`config.mk`:
```
export PLATFORM = sky130hd
export DESIGN_NAME = cmdq_ring_ctrl
export DESIGN_NICKNAME = d
export VERILOG_FILES = /design/src/rtl/cmdq_pkg.sv /design/src/rtl/cmdq_regs.sv /design/src/rtl/cmdq_fetch.sv /design/src/rtl/cmdq_dec_stub.sv /design/src/rtl/cmdq_ring_ctrl.sv
export SDC_FILE = /design/constraint.sdc
export NUM_CORES = 1
export LEC_CHECK = 0
export CORE_ASPECT_RATIO = 1.2
export CORE_MARGIN = 5
export CORE_UTILIZATION = 25
export CTS_BUF_LIST = sky130_fd_sc_hd__clkbuf_16
export DETAILED_ROUTE_END_ITERATION = 16
export PLACE_DENSITY = 0.49
export RECOVER_POWER = 50
export SYNTH_ARGS = -nofsm -noshare
export SYNTH_HDL_FRONTEND = slang
export SYNTH_SLANG_ARGS = --single-unit
```
`constraint.sdc`:
```
create_clock -name clk -period 4 [get_ports clk]
set_input_delay 0.8 -clock clk [delete_from_list [all_inputs] [get_ports clk]]
set_output_delay 0.8 -clock clk [all_outputs]
set_load 0.01 [all_outputs]
```
`src/rtl/cmdq_pkg.sv`:
```
package cmdq_pkg;

    // register index decoded from reg_word[2:1]
    localparam logic [1:0] RIDX_CTRL = 2'd0;
    localparam logic [1:0] RIDX_BASE = 2'd1;
    localparam logic [1:0] RIDX_WPTR = 2'd2;
    localparam logic [1:0] RIDX_RPTR = 2'd3;

    // control register bit positions
    localparam int CTRL_EN_BIT    = 0;
    localparam int CTRL_QUIET_BIT = 1;

    typedef enum logic [2:0] {
        FS_IDLE,
        FS_ISSUE,
        FS_WAIT,
        FS_DISPATCH,
        FS_ADVANCE
    } fetch_state_t;

endpackage

```
`src/rtl/cmdq_regs.sv`:
```
module cmdq_regs
    import cmdq_pkg::*;
#(
    parameter int ADDR_W      = 48,
    parameter int PAGE_SHIFT  = 12,
    parameter int SIZE_W      = 8,
    parameter int CMD_SHIFT   = 5,
    parameter int ALIGN_SHIFT = 16,
    parameter int PAD_W       = 4
) (
    input  logic                                 clk,
    input  logic                                 rst_n,
    input  logic                                 wr,
    input  logic                                 wide,
    input  logic [2:0]                           word,
    input  logic [63:0]                          wdata,
    input  logic                                 adv,
    output logic [63:0]                          rdata,
    output logic                                 flush,
    output logic                                 pending,
    output logic [ADDR_W-1:0]                    base_addr,
    output logic [PAGE_SHIFT+SIZE_W-1:0]         rptr
);
    localparam int OFF_W     = PAGE_SHIFT + SIZE_W;
    localparam int SLOT_W    = OFF_W - CMD_SHIFT;
    localparam int SUB_SHIFT = PAGE_SHIFT - CMD_SHIFT;

    logic [63:0]       base_q;
    logic              en_q;
    logic [SLOT_W-1:0] wslot_q;
    logic [SLOT_W-1:0] rslot_q;

    logic [1:0]        ridx;
    logic [63:0]       cur;
    logic [63:0]       merged;
    logic [63:0]       base_clean;
    logic [SLOT_W:0]   pages;
    logic [SLOT_W:0]   ring_slots;
    logic [SLOT_W-1:0] cand_slot;
    logic [SLOT_W-1:0] rslot_step;
    logic              quiet;
    logic              wr_base, base_ok, wptr_ok, ctrl_ok;

    assign ridx  = word[2:1];
    assign quiet = (rslot_q == wslot_q);

    // current value of the addressed register
    always_comb begin
        cur = '0;
        unique case (ridx)
            RIDX_CTRL: begin
                cur[CTRL_EN_BIT]    = en_q;
                cur[CTRL_QUIET_BIT] = quiet;
            end
            RIDX_BASE: cur = base_q;
            RIDX_WPTR: cur = 64'({wslot_q, {CMD_SHIFT{1'b0}}});
            RIDX_RPTR: cur = 64'({rslot_q, {CMD_SHIFT{1'b0}}});
            default:   cur = '0;
        endcase
    end

    // read path: full register, or one half in the low 32 bits
    always_comb begin
        if (wide)
            rdata = cur;
        else if (word[0])
            rdata = {32'h0, cur[63:32]};
        else
            rdata = {32'h0, cur[31:0]};
    end

    // write merge for half accesses
    always_comb begin
        if (wide)
            merged = wdata;
        else if (word[0])
            merged = {wdata[31:0], cur[31:0]};
        else
            merged = {cur[63:32], wdata[31:0]};
    end

    always_comb begin
        base_clean = merged;
        base_clean[ADDR_W+PAD_W-1:ADDR_W]      = '0;
        base_clean[ALIGN_SHIFT-1:PAGE_SHIFT]   = '0;
    end

    assign pages      = (SLOT_W+1)'(base_q[SIZE_W-1:0]) + (SLOT_W+1)'(1);
    assign ring_slots = pages << SUB_SHIFT;
    assign cand_slot  = merged[OFF_W-1:CMD_SHIFT];
    assign rslot_step = ({1'b0, rslot_q} + (SLOT_W+1)'(1) == ring_slots)
                        ? '0 : rslot_q + SLOT_W'(1);

    assign wr_base = wr && (ridx == RIDX_BASE);
    assign base_ok = wr_base && !en_q;
    assign wptr_ok = wr && (ridx == RIDX_WPTR) && ({1'b0, cand_slot} < ring_slots);
    assign ctrl_ok = wr && (ridx == RIDX_CTRL) && (wide || !word[0]);

    always_ff @(posedge clk) begin
        if (!rst_n) begin
            base_q  <= '0;
            en_q    <= 1'b0;
            wslot_q <= '0;
            rslot_q <= '0;
        end else begin
            if (ctrl_ok)
                en_q <= wdata[CTRL_EN_BIT];
            if (base_ok) begin
                base_q  <= base_clean;
                wslot_q <= '0;
                rslot_q <= '0;
            end else begin
                if (wptr_ok)
                    wslot_q <= cand_slot;
                if (adv)
                    rslot_q <= rslot_step;
            end
        end
    end

    assign flush     = base_ok;
    assign pending   = !quiet;
    assign base_addr = {base_q[ADDR_W-1:PAGE_SHIFT], {PAGE_SHIFT{1'b0}}};
    assign rptr      = {rslot_q, {CMD_SHIFT{1'b0}}};

    // the write pointer never leaves the ring
    a_r4_wptr_in_ring: assert property (@(posedge clk) disable iff (!rst_n)
        ({1'b0, wslot_q} < ring_slots));

    // the read pointer only steps by one command or returns to zero
    a_r5_rptr_step: assert property (@(posedge clk) disable iff (!rst_n)
        !$stable(rslot_q) |-> ((rslot_q == $past(rslot_q) + SLOT_W'(1)) || (rslot_q == '0)));

    // base is frozen while enabled
    a_r6_base_locked: assert property (@(posedge clk) disable iff (!rst_n)
        (wr_base && en_q) |=> $stable(base_q));

    // accepted base write empties the ring
    a_r7_base_clears: assert property (@(posedge clk) disable iff (!rst_n)
        base_ok |=> (rslot_q == '0 && wslot_q == '0));

    // read-pointer writes do not move it
    a_r11_rptr_ro: assert property (@(posedge clk) disable iff (!rst_n)
        (wr && ridx == RIDX_RPTR && !adv) |=> $stable(rslot_q));

endmodule

```
`src/rtl/cmdq_fetch.sv`:
```
module cmdq_fetch
    import cmdq_pkg::*;
#(
    parameter int ADDR_W = 48,
    parameter int OFF_W  = 20,
    parameter int CMD_W  = 256
) (
    input  logic              clk,
    input  logic              rst_n,
    input  logic              pending,
    input  logic              flush,
    input  logic [ADDR_W-1:0] base_addr,
    input  logic [OFF_W-1:0]  rptr,
    output logic              mem_req_valid,
    input  logic              mem_req_ready,
    output logic [ADDR_W-1:0] mem_req_addr,
    input  logic              mem_rsp_valid,
    input  logic              mem_rsp_err,
    input  logic [CMD_W-1:0]  mem_rsp_data,
    output logic              cmd_valid,
    output logic [CMD_W-1:0]  cmd_data,
    input  logic              cmd_ack,
    output logic              adv
);
    fetch_state_t      state_q, state_d;
    logic [ADDR_W-1:0] addr_q;
    logic [CMD_W-1:0]  data_q;
    logic              stale_q;

    always_ff @(posedge clk) begin
        if (!rst_n) state_q <= FS_IDLE;
        else        state_q <= state_d;
    end

    always_comb begin
        state_d = state_q;
        unique case (state_q)
            FS_IDLE:     if (pending && !flush) state_d = FS_ISSUE;
            FS_ISSUE:    if (mem_req_ready)     state_d = FS_WAIT;
            FS_WAIT:     if (mem_rsp_valid)     state_d = mem_rsp_err ? FS_ADVANCE : FS_DISPATCH;
            FS_DISPATCH: if (cmd_ack)           state_d = FS_ADVANCE;
            FS_ADVANCE:                         state_d = FS_IDLE;
            default:                            state_d = FS_IDLE;
        endcase
    end

    // outputs
    always_comb begin
        mem_req_valid = (state_q == FS_ISSUE);
        cmd_valid     = (state_q == FS_DISPATCH);
        adv           = (state_q == FS_ADVANCE) && !stale_q && !flush;
        mem_req_addr  = addr_q;
        cmd_data      = data_q;
    end

    // datapath registers
    always_ff @(posedge clk) begin
        if (!rst_n) begin
            addr_q  <= '0;
            data_q  <= '0;
            stale_q <= 1'b0;
        end else begin
            if (state_q == FS_IDLE && pending && !flush)
                addr_q <= base_addr + ADDR_W'(rptr);
            if (state_q == FS_WAIT && mem_rsp_valid && !mem_rsp_err)
                data_q <= mem_rsp_data;
            if (state_q == FS_IDLE)
                stale_q <= 1'b0;
            else if (flush)
                stale_q <= 1'b1;
        end
    end

    // a single command in flight
    a_r8_single_flight: assert property (@(posedge clk) disable iff (!rst_n)
        mem_req_valid |-> !cmd_valid);

    // command held until acknowledged
    a_r8_cmd_hold: assert property (@(posedge clk) disable iff (!rst_n)
        (cmd_valid && !cmd_ack) |=> (cmd_valid && $stable(cmd_data)));

    // an errored fetch is never presented
    a_r9_err_skip: assert property (@(posedge clk) disable iff (!rst_n)
        (state_q == FS_WAIT && mem_rsp_valid && mem_rsp_err) |=> !cmd_valid);

    // request address held while waiting for acceptance
    a_r8_req_hold: assert property (@(posedge clk) disable iff (!rst_n)
        (mem_req_valid && !mem_req_ready) |=> (mem_req_valid && $stable(mem_req_addr)));

endmodule

```
`src/rtl/cmdq_dec_stub.sv`:
```
module cmdq_dec_stub (
    input  logic clk,
    input  logic rst_n,
    input  logic valid,
    output logic ack
);
    always_ff @(posedge clk) begin
        if (!rst_n) ack <= 1'b0;
        else        ack <= valid && !ack;
    end

    // acknowledge only a presented command
    a_r8_ack_valid: assert property (@(posedge clk) disable iff (!rst_n)
        ack |-> valid);

endmodule

```
`src/rtl/cmdq_ring_ctrl.sv`:
```
module cmdq_ring_ctrl
    import cmdq_pkg::*;
#(
    parameter int ADDR_W      = 48,
    parameter int PAGE_SHIFT  = 12,
    parameter int SIZE_W      = 8,
    parameter int CMD_SHIFT   = 5,
    parameter int ALIGN_SHIFT = 16,
    parameter int PAD_W       = 4,
    localparam int OFF_W      = PAGE_SHIFT + SIZE_W,
    localparam int CMD_W      = 8 << CMD_SHIFT
) (
    input  logic              clk,
    input  logic              rst_n,
    input  logic              reg_wr,
    input  logic              reg_wide,
    input  logic [2:0]        reg_word,
    input  logic [63:0]       reg_wdata,
    output logic [63:0]       reg_rdata,
    output logic              mem_req_valid,
    input  logic              mem_req_ready,
    output logic [ADDR_W-1:0] mem_req_addr,
    input  logic              mem_rsp_valid,
    input  logic              mem_rsp_err,
    input  logic [CMD_W-1:0]  mem_rsp_data,
    output logic              cmd_valid,
    output logic [CMD_W-1:0]  cmd_data,
    output logic              cmd_ack
);
    logic              adv, flush, pending;
    logic [ADDR_W-1:0] base_addr;
    logic [OFF_W-1:0]  rptr;

    cmdq_regs #(
        .ADDR_W(ADDR_W), .PAGE_SHIFT(PAGE_SHIFT), .SIZE_W(SIZE_W),
        .CMD_SHIFT(CMD_SHIFT), .ALIGN_SHIFT(ALIGN_SHIFT), .PAD_W(PAD_W)
    ) u_regs (
        .clk(clk), .rst_n(rst_n), .wr(reg_wr), .wide(reg_wide), .word(reg_word),
        .wdata(reg_wdata), .adv(adv), .rdata(reg_rdata), .flush(flush),
        .pending(pending), .base_addr(base_addr), .rptr(rptr)
    );

    cmdq_fetch #(
        .ADDR_W(ADDR_W), .OFF_W(OFF_W), .CMD_W(CMD_W)
    ) u_fetch (
        .clk(clk), .rst_n(rst_n), .pending(pending), .flush(flush),
        .base_addr(base_addr), .rptr(rptr),
        .mem_req_valid(mem_req_valid), .mem_req_ready(mem_req_ready),
        .mem_req_addr(mem_req_addr), .mem_rsp_valid(mem_rsp_valid),
        .mem_rsp_err(mem_rsp_err), .mem_rsp_data(mem_rsp_data),
        .cmd_valid(cmd_valid), .cmd_data(cmd_data), .cmd_ack(cmd_ack), .adv(adv)
    );

    cmdq_dec_stub u_dec (
        .clk(clk), .rst_n(rst_n), .valid(cmd_valid), .ack(cmd_ack)
    );

endmodule

```
; ---- Yosys cells after proc, flatten, opt, wreduce, memory -nomap -nowiden
; Cells that the tools add are included.
; W data, S select, Z words.
[word_totals]
register_bits = 396
in_bits = 330
output_inout_bits = 371
word_cells = 69
[op_classes]
addsub = 4
magnitude_cmp = 1
eq_ne = 13
mux = 13
n_bitwise = 1
n_reduce_logical = 28
[op_table]
columns = operator, count
row1 = $mux W64, 3
row2 = $pmux W62 S3, 1
row3 = $add A48 B20 Y48, 1
row4 = $mux W32, 1
row5 = $add A15 B1 Y16 const B, 1
row6 = $eq A16 B16 Y1, 1
row7 = $lt A15 B16 Y1, 1
row8 = $add A15 B1 Y15 const B, 1
row9 = $eq A15 B15 Y1, 1
row10 = $mux W15, 1
row11 = $mux W3, 5
row12 = $logic_and A1 B1 Y1, 14
row13 = $pmux W3 S4, 1
row14 = $add A8 B1 Y9 const B, 1
row15 = $logic_not A1 Y1, 7
row16 = $eq A3 B2 Y1 const B, 2
row17 = $pmux W2 S3, 1
row18 = $reduce_or A2 Y1, 3
row19 = $eq A2 B2 Y1 const B, 2
row20 = $ne A2 B1 Y1 const B, 2
row21 = $ne A2 B2 Y1 const B, 2
row22 = $reduce_and A4 Y1, 1
row23 = $eq A3 B1 Y1 const B, 1
row24 = $eq A3 B3 Y1 const B, 1
row25 = 5 further kinds, 5

; ---- Depth between registers and ports, before layout
[logic_depth]
word_depth = 7
mapped_depth = 14

; ---- By module
; From an unflattened synthesis, not the netlist that was laid out.
[unflattened]
hier_cells = 2493
area_unflattened_um2 = 18687.9
[modules_own_cells]
columns = mod, n_inst, cells_each, area_per_inst_um2, seq_area_each_um2
row1 = cmdq_fetch, 1, 1580, 12298.0, 6165.9
row2 = cmdq_regs, 1, 911, 6361.1, 1741.7
row3 = cmdq_dec_stub, 1, 2, 28.8, 20.0

; ---- Least setup slack after synthesis
; No wires, ideal clock.
[synth_path]
kind = input -> register
startpoint = input reg_word[1]
endpoint = register u_regs.wslot_q[11]
setup_ps = 128
t_arrival_ps = 3742
slack_ps = 131
path_stages = 13
path_cell_list = buf_2 clkbuf_1 mux2_2 a22oi_1 o21ai_0 ha_1 a21o_1 a2111oi_0 o211ai_1 o21ai_2 buf_2 mux2i_1 nor2_1
[synth_between]
elab_chain_len = 6
word_cells_on_any_way = 12
[synth_lines]
columns = item, line_no
row1 = start: declaration, cmdq_ring_ctrl.sv:17  ; input logic [2:0] reg_word,
row2 = $eq A2 B2 Y1 or $eq A2 B1 Y1 (tied branches), cmdq_regs.sv:50  ; unique case (ridx)
row3 = $pmux W62 S3 *, cmdq_regs.sv:50
row4 = $mux W64 *, cmdq_regs.sv:76  ; else if (word[0])
row5 = $mux W64 *, cmdq_regs.sv:74  ; if (wide)
row6 = net u_regs.merged[18], cmdq_regs.sv:35  ; logic [63:0] merged;
row7 = $lt A15 B16 Y1 *, cmdq_regs.sv:96  ; assign wptr_ok = wr && (ridx == RIDX_WPTR) && ({1'b0, cand_slot} < ring_slots);
row8 = $logic_and A1 B1 Y1 *, cmdq_regs.sv:96
row9 = end signal: assignment, cmdq_regs.sv:114  ; wslot_q <= cand_slot;
row10 = end: declaration, cmdq_regs.sv:30  ; logic [SLOT_W-1:0] wslot_q;
; Mark *: on every way through the listed nets, which the timed path passes. The rest lies on a longest branch.
; A chain may end at the register's enable or synchronous reset.

; ---- Worst setup path after layout
[layout_path]
startpoint = input reg_word[2]
endpoint = output reg_rdata[56]
[layout_between]
elab_chain_len = 3
word_cells_on_any_way = 5
[layout_lines]
columns = item, line_no
row1 = $eq A2 B2 Y1 or $eq A2 B1 Y1 (tied branches), cmdq_regs.sv:50
row2 = $pmux W62 S3 *, cmdq_regs.sv:50
row3 = $mux W64 *, cmdq_regs.sv:64  ; if (wide)
row4 = end: declaration, cmdq_ring_ctrl.sv:19  ; output logic [63:0] reg_rdata,
; Mark *: on every way between the ends. The rest lies on a longest branch, timed or not.

==> results.toml <==
[run_status]
status = "complete, but fails checks"
violations = "capacitance limit, slew limit"

[finish]
area_growth_pct = 53.4
layout.nets = 3192
drive_above_1_share_pct = 5.66
final_util_pct = 38.4
final_cells = 3815
design_area_um2 = 27200

[timing]
fmax_mhz = 260
min_period_ns = 3.84
finalSetupViolations = 0
period_share_pct = 96.1
setup_slack_ns = 0.155
finalHoldViolCount = 0
skew_ns = 0.0253
worstMarginPinSlew_ns = 2.20
fin_tns_setup_ns = 0
slew_headroom_pct = -47.0
rsz0062_at_grt = "false"
fin_hold_ws_ns = 0.457
finalMaxSlewViolations = 43

[synthesis]
ys_seq_elements = 391
ys.flop_type = "dfxtp_1"
syn_area_um2 = 17700
yosysSeqAreaShare_pct = 44.2
async_flop_share_pct = 0
avgSynthCellArea_um2 = 7.96
yosysTopAreaCell = "dfxtp_1"
synth_edf_count = 0
yosysTopAreaCellShare_pct = 44.2
synth.area.top_cells = "dfxtp_1, nand2_1, a21boi_0, clkbuf_1, xnor2_1"
synth_cell_type_count = 54
ys_warn_count = 0
syn_inst = 2223

[cts]
clock_latency_ns = 0.59
cts_buffers = 48
clock_sinks = 391
htree_levels = 2
cts.clk_slew.worst_paths_ns = 0.06
cts_tree = "yes"
ctsHoldBuffers = 0
root_buffer = "clkbuf_16"
post-cts-setup-buffers = 0
max-clock-path-buffers = 3

[placement]
io_buffers = 687
place_ws_ns = -0.0403
gp_congestion = 0.903
dpl_cell_area_um2 = 25700
hpwl_mm = 60.0
dp.cells = 3724

[setup_path]
r2r_start = "u_fetch.state_q[1]$_SDFFE_PN0P_"
r2r-end = "u_fetch.cmd_data[236]$_SDFFE_PN0P_"
critical_path_required_ns = 3.20
crit_path_end_kind = "output port"
reg2reg_depth = 5
worstSetupStartpointType = "input port"
reg2reg_slack_ns = 0.50
crit_type = "in -> out"
critPathMaxFanout = 29
critPathArrivalTime_ns = 3.04

[die]
num_rows = 107
core_area_um2 = 70700
start_util_pct = 25.0
pin_count = 701
dieHeight_um = 302
die_width_um = 253
fp.dieArea_um2 = 76300

[grt]
antenna_found_initial = 16
grt_pass1_vias = 17600
grt_pass1_wl_mm = 115
grt_max_degree = 106
grt-ovfl-total = 0
grt_use_total_pct = 19.4

[drt]
vias = 17600
avgViaCountPerCell = 4.62
dr.pass1.iters = 5
antenna_left = 0
drc_errors = 0
wl_per_cell_um = 20.6
wl_mm = 78.5
drt-initial-drc-count = 821

[power]
ir_drop_mv = 0.264
p_leak_nw = 10.4
power_density_nw_per_um2 = 361
total_power_mw = 9.80

[hold_path]
whs_path_depth = 2
holdPathEnd = "u_fetch.cmd_data[84]$_SDFFE_PN0P_"
hold_class = "reg -> reg"
hold_start = "u_fetch.cmd_data[84]$_SDFFE_PN0P_"

[job]
maxCapViolCount = 1
## power breakdown
group	switching, mW	leakage [nW]	total [mW]	internal, mW
Combinational	0.743	6.48	1.53	0.785
Sequential	0.120	3.16	4.19	4.07
Clock	1.76	0.743	4.09	2.33
## synth_stat cells (2+ instances only)
cell,n
a21oi_1,79
nand3b_1,7
buf_4,11
nand3_1,31
ha_1,13
a21o_1,4
a21boi_0,296
buf_2,15
mux2i_1,44
clkbuf_1,152
nand4_1,13
nor2_1,64
o31a_1,2
o31ai_1,2
and3_1,35
xor2_1,23
a22oi_1,14
nor3b_1,9
a211oi_1,2
nand2b_1,3
buf_1,12
nor3_1,22
inv_1,7
nor4b_1,3
mux2_2,15
xnor2_1,52
a31oi_1,3
nand2_1,735
nor2b_1,34
nor4_1,6
and4_1,4
a2111oi_0,2
and2_1,9
o21ai_0,73
dfxtp_1,391
o211a_1,14
or3_1,4
o211ai_1,2
## registers in the layout (all words and copies together) (netlist names)
register and flops:
u_fetch.cmd_data 256, u_regs.base_q 56, u_fetch.mem_req_addr 43, u_regs.rslot_q 15
u_regs.wslot_q 15, u_fetch.state_q 3, u_dec.ack 1, u_fetch.stale_q 1
u_regs.en_q 1
## cell usage in the layout, fill, tap and decap left out, types with 4 or more instances in the layout
cell type	count
nand2_1	735
clkdlybuf4s50_1	392
dfxtp_1	391
a21boi_0	296
dlygate4sd3_1	291
a21oi_1	78
o21ai_0	73
nor2_1	64
buf_4	53
xnor2_1	52
clkbuf_16	49
mux2i_1	44
and3_1	34
nor2b_1	32
nand3_1	31
xor2_1	23
nor3_1	22
inv_1	18
mux2_2	15
a22oi_1	14
o211a_1	14
nand4_1	13
ha_1	13
buf_12	12
clkinv_1	10
and2_1	9
conb_1	9
diode_2	8
nor3b_1	8
nand3b_1	7
clkinv_2	7
nor4_1	5
and4_1	4
a21o_1	4
or3_1	4
## layer usage
| metal | GRT usage (%) | up-vias | wire, µm |
|---|---|---|---|
| li1 | - | 8614 | - |
| met1 | 22.4 | 8290 | 30500 |
| met2 | 35.4 | 582 | 40500 |
| met3 | 5.16 | 120 | 5460 |
| met4 | 5.44 | 8 | 1930 |
| met5 | 0 | - | 61 |
## worst max path at each step
stage / startpoint / end / slack (ns) / cells past startpoint
floorplan: reg_word[1] / u_regs.wslot_q[11]$_SDFFE_PP0P_ / 0.13 / 13
global placement: reg_word[1] / reg_rdata[6] / -0.008 / 8
detailed placement: reg_word[1] / reg_rdata[6] / -0.04 / 8
CTS: reg_word[1] / reg_rdata[56] / 0.03 / 8
global route: u_regs.rslot_q[2]$_SDFFE_PP0P_ / reg_rdata[1] / 0.02 / 7
finish: reg_word[2] / reg_rdata[56] / 0.16 / 7
## repair_timing
item | in CTS | in global routing
endpoints found under the hold margin | 0 | 0
setup endpoints to repair | 27 | 25
resized for setup | 3 | 1
## worst max-delay path, stage by stage
cell and delay [ns]:
dlygate4sd3_1 0.65, nor2b_4 0.20, buf_12 0.18, buf_12 0.21
buf_6 0.23, and3_1 0.18, clkdlybuf4s50_1 0.55
## cells by family (layout without fill, tap and decap cells)
kind of cell / count (synthesis) / after routing / synth area share (%)
AOI/OAI and AO/OA: 498 / 498 / 19.2
xor gates and xnor gates: 77 / 77 / 3.93
adders and majority gates: 14 / 14 / 1.03
buffers and inverters: 198 / 848 / 4.58
DFF: 391 / 391 / 44.2
muxes: 59 / 59 / 3.44
other: 1 / 17 / 0.0212
and+or+nand+nor: 985 / 985 / 23.6
## final cells by class
class	count	area (µm²)
multi-input cells	1642	9140
clock inverters	34	206
well taps	926	1160
inverters	7	26.3
repair buffers	758	7560
clock buffers	49	1230
flip-flops and latches	391	7830
diodes	8	20.0
fillers	7267	43500
Power figures use the tool's default switching activity.
